===== src/rtl/eewp_pkg.sv =====
package eewp_pkg;
   localparam int SR_W     = 8;
   localparam int BUSY_BIT = 0;
   localparam int WEL_BIT  = 1;
   localparam int LVL_LO   = 2;
   localparam int LVL_HI   = 3;
   localparam int PEN_BIT  = 7;

   typedef enum logic [1:0] {
      LVL_NONE = 2'b00,
      LVL_QTR  = 2'b01,
      LVL_HALF = 2'b10,
      LVL_ALL  = 2'b11
   } prot_lvl_e;

   typedef struct packed {
      logic      pen;
      prot_lvl_e lvl;
   } prot_state_t;
endpackage


===== src/rtl/eewp_range_decode.sv =====
module eewp_range_decode
   import eewp_pkg::*;
#(
   parameter int ADDR_W = 17
) (
   input  prot_lvl_e         lvl_i,
   input  logic [ADDR_W-1:0] addr_i,
   output logic              hit_o
);
   localparam int MSB = ADDR_W - 1;

   generate
      if (ADDR_W < 2) begin : g_bad_width
         $error("eewp_range_decode: ADDR_W must be at least 2");
      end
   endgenerate

   logic [1:0] top_bits;
   assign top_bits = addr_i[MSB -: 2];

   always_comb begin
      unique case (lvl_i)
         LVL_NONE: hit_o = 1'b0;
         LVL_QTR:  hit_o = (top_bits == 2'b11);
         LVL_HALF: hit_o = top_bits[1];
         default:  hit_o = 1'b1;
      endcase
   end
endmodule


===== src/rtl/eewp_prot_reg.sv =====
module eewp_prot_reg
   import eewp_pkg::*;
(
   input  logic            clk,
   input  logic            rst_n,
   input  logic            wr_en_i,
   input  logic [SR_W-1:0] wr_data_i,
   input  logic            pin_low_i,
   output prot_state_t     state_o
);
   prot_state_t nxt;

   always_comb begin
      nxt = state_o;
      if (wr_en_i) begin
         nxt.lvl = prot_lvl_e'(wr_data_i[LVL_HI:LVL_LO]);
         // flag is sticky while the pin is held low
         nxt.pen = wr_data_i[PEN_BIT] | (state_o.pen & pin_low_i);
      end
   end

   always_ff @(posedge clk or negedge rst_n) begin
      if (!rst_n) state_o <= '{pen: 1'b0, lvl: LVL_NONE};
      else        state_o <= nxt;
   end
endmodule


===== src/rtl/eewp_wel.sv =====
module eewp_wel (
   input  logic clk,
   input  logic rst_n,
   input  logic set_i,
   input  logic clr_i,
   input  logic consume_i,
   output logic wel_o
);
   always_ff @(posedge clk or negedge rst_n) begin
      if (!rst_n)                 wel_o <= 1'b0;
      else if (consume_i || clr_i) wel_o <= 1'b0;
      else if (set_i)              wel_o <= 1'b1;
   end
endmodule


===== src/rtl/eewp_ctrl.sv =====
module eewp_ctrl
   import eewp_pkg::*;
#(
   parameter int ADDR_W = 17
) (
   input  logic              clk,
   input  logic              rst_n,
   input  logic              wp_n_i,
   input  logic              busy_i,
   input  logic              wel_set_i,
   input  logic              wel_clr_i,
   input  logic              sr_wr_req_i,
   input  logic [SR_W-1:0]   sr_wr_data_i,
   input  logic              arr_wr_req_i,
   input  logic [ADDR_W-1:0] arr_addr_i,
   output logic [SR_W-1:0]   status_o,
   output logic              sr_wr_ok_o,
   output logic              arr_wr_ok_o
);
   generate
      if (SR_W != 8) begin : g_bad_sr
         $error("eewp_ctrl: status register must be 8 bits");
      end
   endgenerate

   prot_state_t ps;
   logic        wel;
   logic        in_range;
   logic        hw_lock;

   assign hw_lock     = ~wp_n_i & ps.pen;
   assign sr_wr_ok_o  = sr_wr_req_i & wel & ~hw_lock;
   assign arr_wr_ok_o = arr_wr_req_i & ~sr_wr_req_i & wel & ~in_range;

   eewp_range_decode #(.ADDR_W(ADDR_W)) u_range (
      .lvl_i  (ps.lvl),
      .addr_i (arr_addr_i),
      .hit_o  (in_range)
   );

   eewp_prot_reg u_prot (
      .clk       (clk),
      .rst_n     (rst_n),
      .wr_en_i   (sr_wr_ok_o),
      .wr_data_i (sr_wr_data_i),
      .pin_low_i (~wp_n_i),
      .state_o   (ps)
   );

   eewp_wel u_wel (
      .clk       (clk),
      .rst_n     (rst_n),
      .set_i     (wel_set_i),
      .clr_i     (wel_clr_i),
      .consume_i (sr_wr_ok_o | arr_wr_ok_o),
      .wel_o     (wel)
   );

   always_comb begin
      status_o                 = '0;
      status_o[BUSY_BIT]       = busy_i;
      status_o[WEL_BIT]        = wel;
      status_o[LVL_HI:LVL_LO]  = ps.lvl;
      status_o[PEN_BIT]        = ps.pen;
   end
endmodule


===== config.mk =====
export PLATFORM = sky130hd
export DESIGN_NAME = eewp_ctrl
export DESIGN_NICKNAME = d
export VERILOG_FILES = /design/src/rtl/eewp_pkg.sv /design/src/rtl/eewp_range_decode.sv /design/src/rtl/eewp_prot_reg.sv /design/src/rtl/eewp_wel.sv /design/src/rtl/eewp_ctrl.sv
export SDC_FILE = /design/constraint.sdc
export NUM_CORES = 1
export LEC_CHECK = 0
export ABC_AREA = 1
export CAP_MARGIN = 10
export CORE_AREA = 2 2 39 41
export CTS_CLUSTER_SIZE = 24
export DETAILED_ROUTE_END_ITERATION = 8
export DIE_AREA = 0 0 41 43
export DONT_BUFFER_PORTS = 1
export GPL_ROUTABILITY_DRIVEN = 0
export GPL_TIMING_DRIVEN = 0
export SLEW_MARGIN = 10
export SYNTH_ARGS = -nofsm -noshare
export SYNTH_HDL_FRONTEND = slang
export SYNTH_SLANG_ARGS = --single-unit
export TNS_END_PERCENT = 1

===== constraint.sdc =====
create_clock -name clk -period 0.82 [get_ports clk]
set_input_delay 0.041 -clock clk [delete_from_list [all_inputs] [get_ports clk]]
set_output_delay 0.041 -clock clk [all_outputs]
set_load 0.02 [all_outputs]

==> flow_summary.json <==
{
  "fin_ws_ns": -0.283,
  "reg2reg_slack_ns": -0.22,
  "grt_first_pass_wirelength_microns": 924,
  "die_y_microns": 43,
  "required_ns": 0.78,
  "pre_cts_ws_ns": -0.224,
  "die_w_microns": 41,
  "finalPower_mw": 0.810,
  "reg2regPathDepth": 5,
  "viasPerCell": 3.83,
  "min_from": "wel_set_i",
  "cts_tree": "done",
  "clk_pin_slew_ns": 0.04,
  "multiInputGateArea_sq_um": 126,
  "peakVddDrop_mv": 0.680,
  "critical_path_arrival_ns": 1.06,
  "period_share_pct": 135,
  "worstPathMaxFanout": 4,
  "areaGrowthSynthToFinish_pct": 49.3,
  "cts_sinks": 4,
  "cts_buffers": 3,
  "cp-end-kind": "output pin",
  "failed_checks": "setup timing",
  "start_util_pct": 18.5,
  "syn_avg_cell_area_sq_um": 7.33,
  "hold_depth": 4,
  "seq_area_sq_um": 104,
  "cts_htree_levels": 1,
  "fmax_mhz": 907,
  "r2r-end": "u_prot.state_o[1]",
  "r2r-start": "u_wel.wel_o",
  "dieArea_sq_um": 1760,
  "ys_ff_latch": 4,
  "hp-class": "input port to flip-flop",
  "finalSetupViolCount": 7,
  "ys_seq_area_share_pct": 39.0,
  "synth_cells": 35,
  "drive_gt1_share_pct": 36.2,
  "critPathKind": "flip-flop to output pin",
  "powerDensity_nw_per_um2": 2120,
  "period_minus_slack_ns": 1.10,
  "grt-ovfl-total": 0,
  "grt_max_degree": 6,
  "hold_slack_ns": 0.0603,
  "syn_area_sq_um": 256,
  "wl_per_cell_microns": 9.22,
  "grt_setup_unrepaired": "true",
  "vias": 241,
  "utilization_pct": 27.7,
  "diodes": 0,
  "antenna_found_initial": 0,
  "tns_ns": -1.45,
  "synthDistinctLibCells": 11,
  "grt_usage_pct": 8.27,
  "p_leak_nw": 0.180,
  "fin_skew_ns": 0.00363,
  "drt_first_pass_iters": 2,
  "grt_pass1_vias": 251,
  "finalMaxSlewViolations": 0,
  "hold_viol": 0,
  "drt_first_iter_violations": 1,
  "layout.nets": 82,
  "io-pin-count": 43,
  "clk_latency_ns": 0.23,
  "cp-start-kind": "flip-flop",
  "min_to": "u_wel.wel_o",
  "outcome": "finished, violations left",
  "core_area_sq_um": 1380,
  "routed_wl_microns": 581,
  "ant_nets": 0,
  "drcViolationCount": 0,
  "clock_path_buffers": 2,
  "cap_violations": 0,
  "portBuffers": 0,
  "rows": 14,
  "fill_cells": 156,
  "ys_warn_count": 0,
  "root_buffer": "clkbuf_4"
}
==> layout by cell type (no fill, tap or decap) <==
master / synthesis / final
a21oi_4: 1 / 1
buf_4: 5 / 7
clkbuf_4: 0 / 3
conb_1: 1 / 3
dfrtp_1: 4 / 1
dfrtp_2: 0 / 3
dlygate4sd3_1: 0 / 5
inv_1: 2 / 2
nand2_1: 8 / 8
nand2_2: 1 / 1
nand3_1: 2 / 2
nor2_1: 9 / 8
nor2_2: 1 / 1
nor2_4: 0 / 1
o21ai_1: 0 / 1
==> layer usage <==
metal  vias to the layer above  part of all wire [%]  wire length, microns  GRT usage, %
met5                         -                     0                     0             0
met4                         0                     0                     0          8.00
met3                         0                    13                    73          3.66
met2                        13                    49                   287          11.3
met1                       103                    38                   221          8.79
li1                        125                     -                     -             -
==> kinds of logic after synthesis <==
kind of cell	after synthesis	share of synthesized area, %
AND/OR/NAND/NOR	21	33.7
flip-flops	4	39.0
buffers and inverters	7	17.6
other	1	1.46
AO/OA/AOI/OAI	2	8.29
==> cell usage after synthesis <==
master | n | area share, %
nand2_1 | 8 | 12
a21oi_4 | 1 | 6.3
o21ai_0 | 1 | 1.9
dfrtp_1 | 4 | 39
buf_4 | 5 | 15
nand3_1 | 2 | 3.9
nand2_2 | 1 | 2.4
conb_1 | 1 | 1.5
inv_1 | 2 | 2.9
nor2_2 | 1 | 2.4
nor2_1 | 9 | 13
==> per-stage QoR <==
| step | instance area (sq um) | cells |
|---|---|---|
| 6_report | 383 | 63 |
| 5_1_grt | 383 | 63 |
| 4_1_cts | 375 | 62 |
| 3_5_place_dp | 294 | 53 |
| 3_3_place_gp | 294 | 53 |
| 2_1_floorplan | 274 | 37 |
==> cell type report <==
cell class,instances,area share (%)
Buffer,5,9.80
Clock buffer,3,5.88
Inverter,2,1.96
Multi-Input combinational cell,26,33.0
Sequential cell,4,27.1
Tap cell,16,5.23
Timing Repair Buffer,7,17.0
==> worst max-delay path: stages, from the launching register on <==
cell and delay [ns]:
dfrtp_2 0.46, nand3_1 0.10, nand2_1 0.08, nor2_4 0.19
==> state kept, by name, indices dropped and copies added (netlist names) <==
signal and flops:
u_wel.wel_o 1, u_prot.state_o 3
==> worst max-delay path by stage <==
stage,from,to,cells past startpoint
after floorplan,u_wel.wel_o,u_wel.wel_o,5
after global placement,u_wel.wel_o,u_wel.wel_o,5
after detailed placement,u_wel.wel_o,u_wel.wel_o,5
after CTS,u_wel.wel_o,arr_wr_ok_o,4
after global routing,u_wel.wel_o,arr_wr_ok_o,4
final,u_prot.state_o[0],arr_wr_ok_o,3
==> what timing repair did <==
| item | 4_1_cts | 5_1_grt |
|---|---|---|
| hold buffers | 5 | 0 |
| resized for setup | 1 | 0 |
| pin swaps | 4 | 3 |
| setup buffers | 1 | 1 |
| endpoints found under the hold margin | 8 | 0 |
| endpoints found under the setup margin | 7 | 7 |
| gates cloned | 0 | 0 |
==> report_power, final <==
group / total, mW / internal, mW / switching (mW)
Clock: 0.241 / 0.164 / 0.0771
Sequential: 0.371 / 0.257 / 0.115
Combinational: 0.198 / 0.0904 / 0.108
No activity file was read; power rests on OpenSTA's default activity.
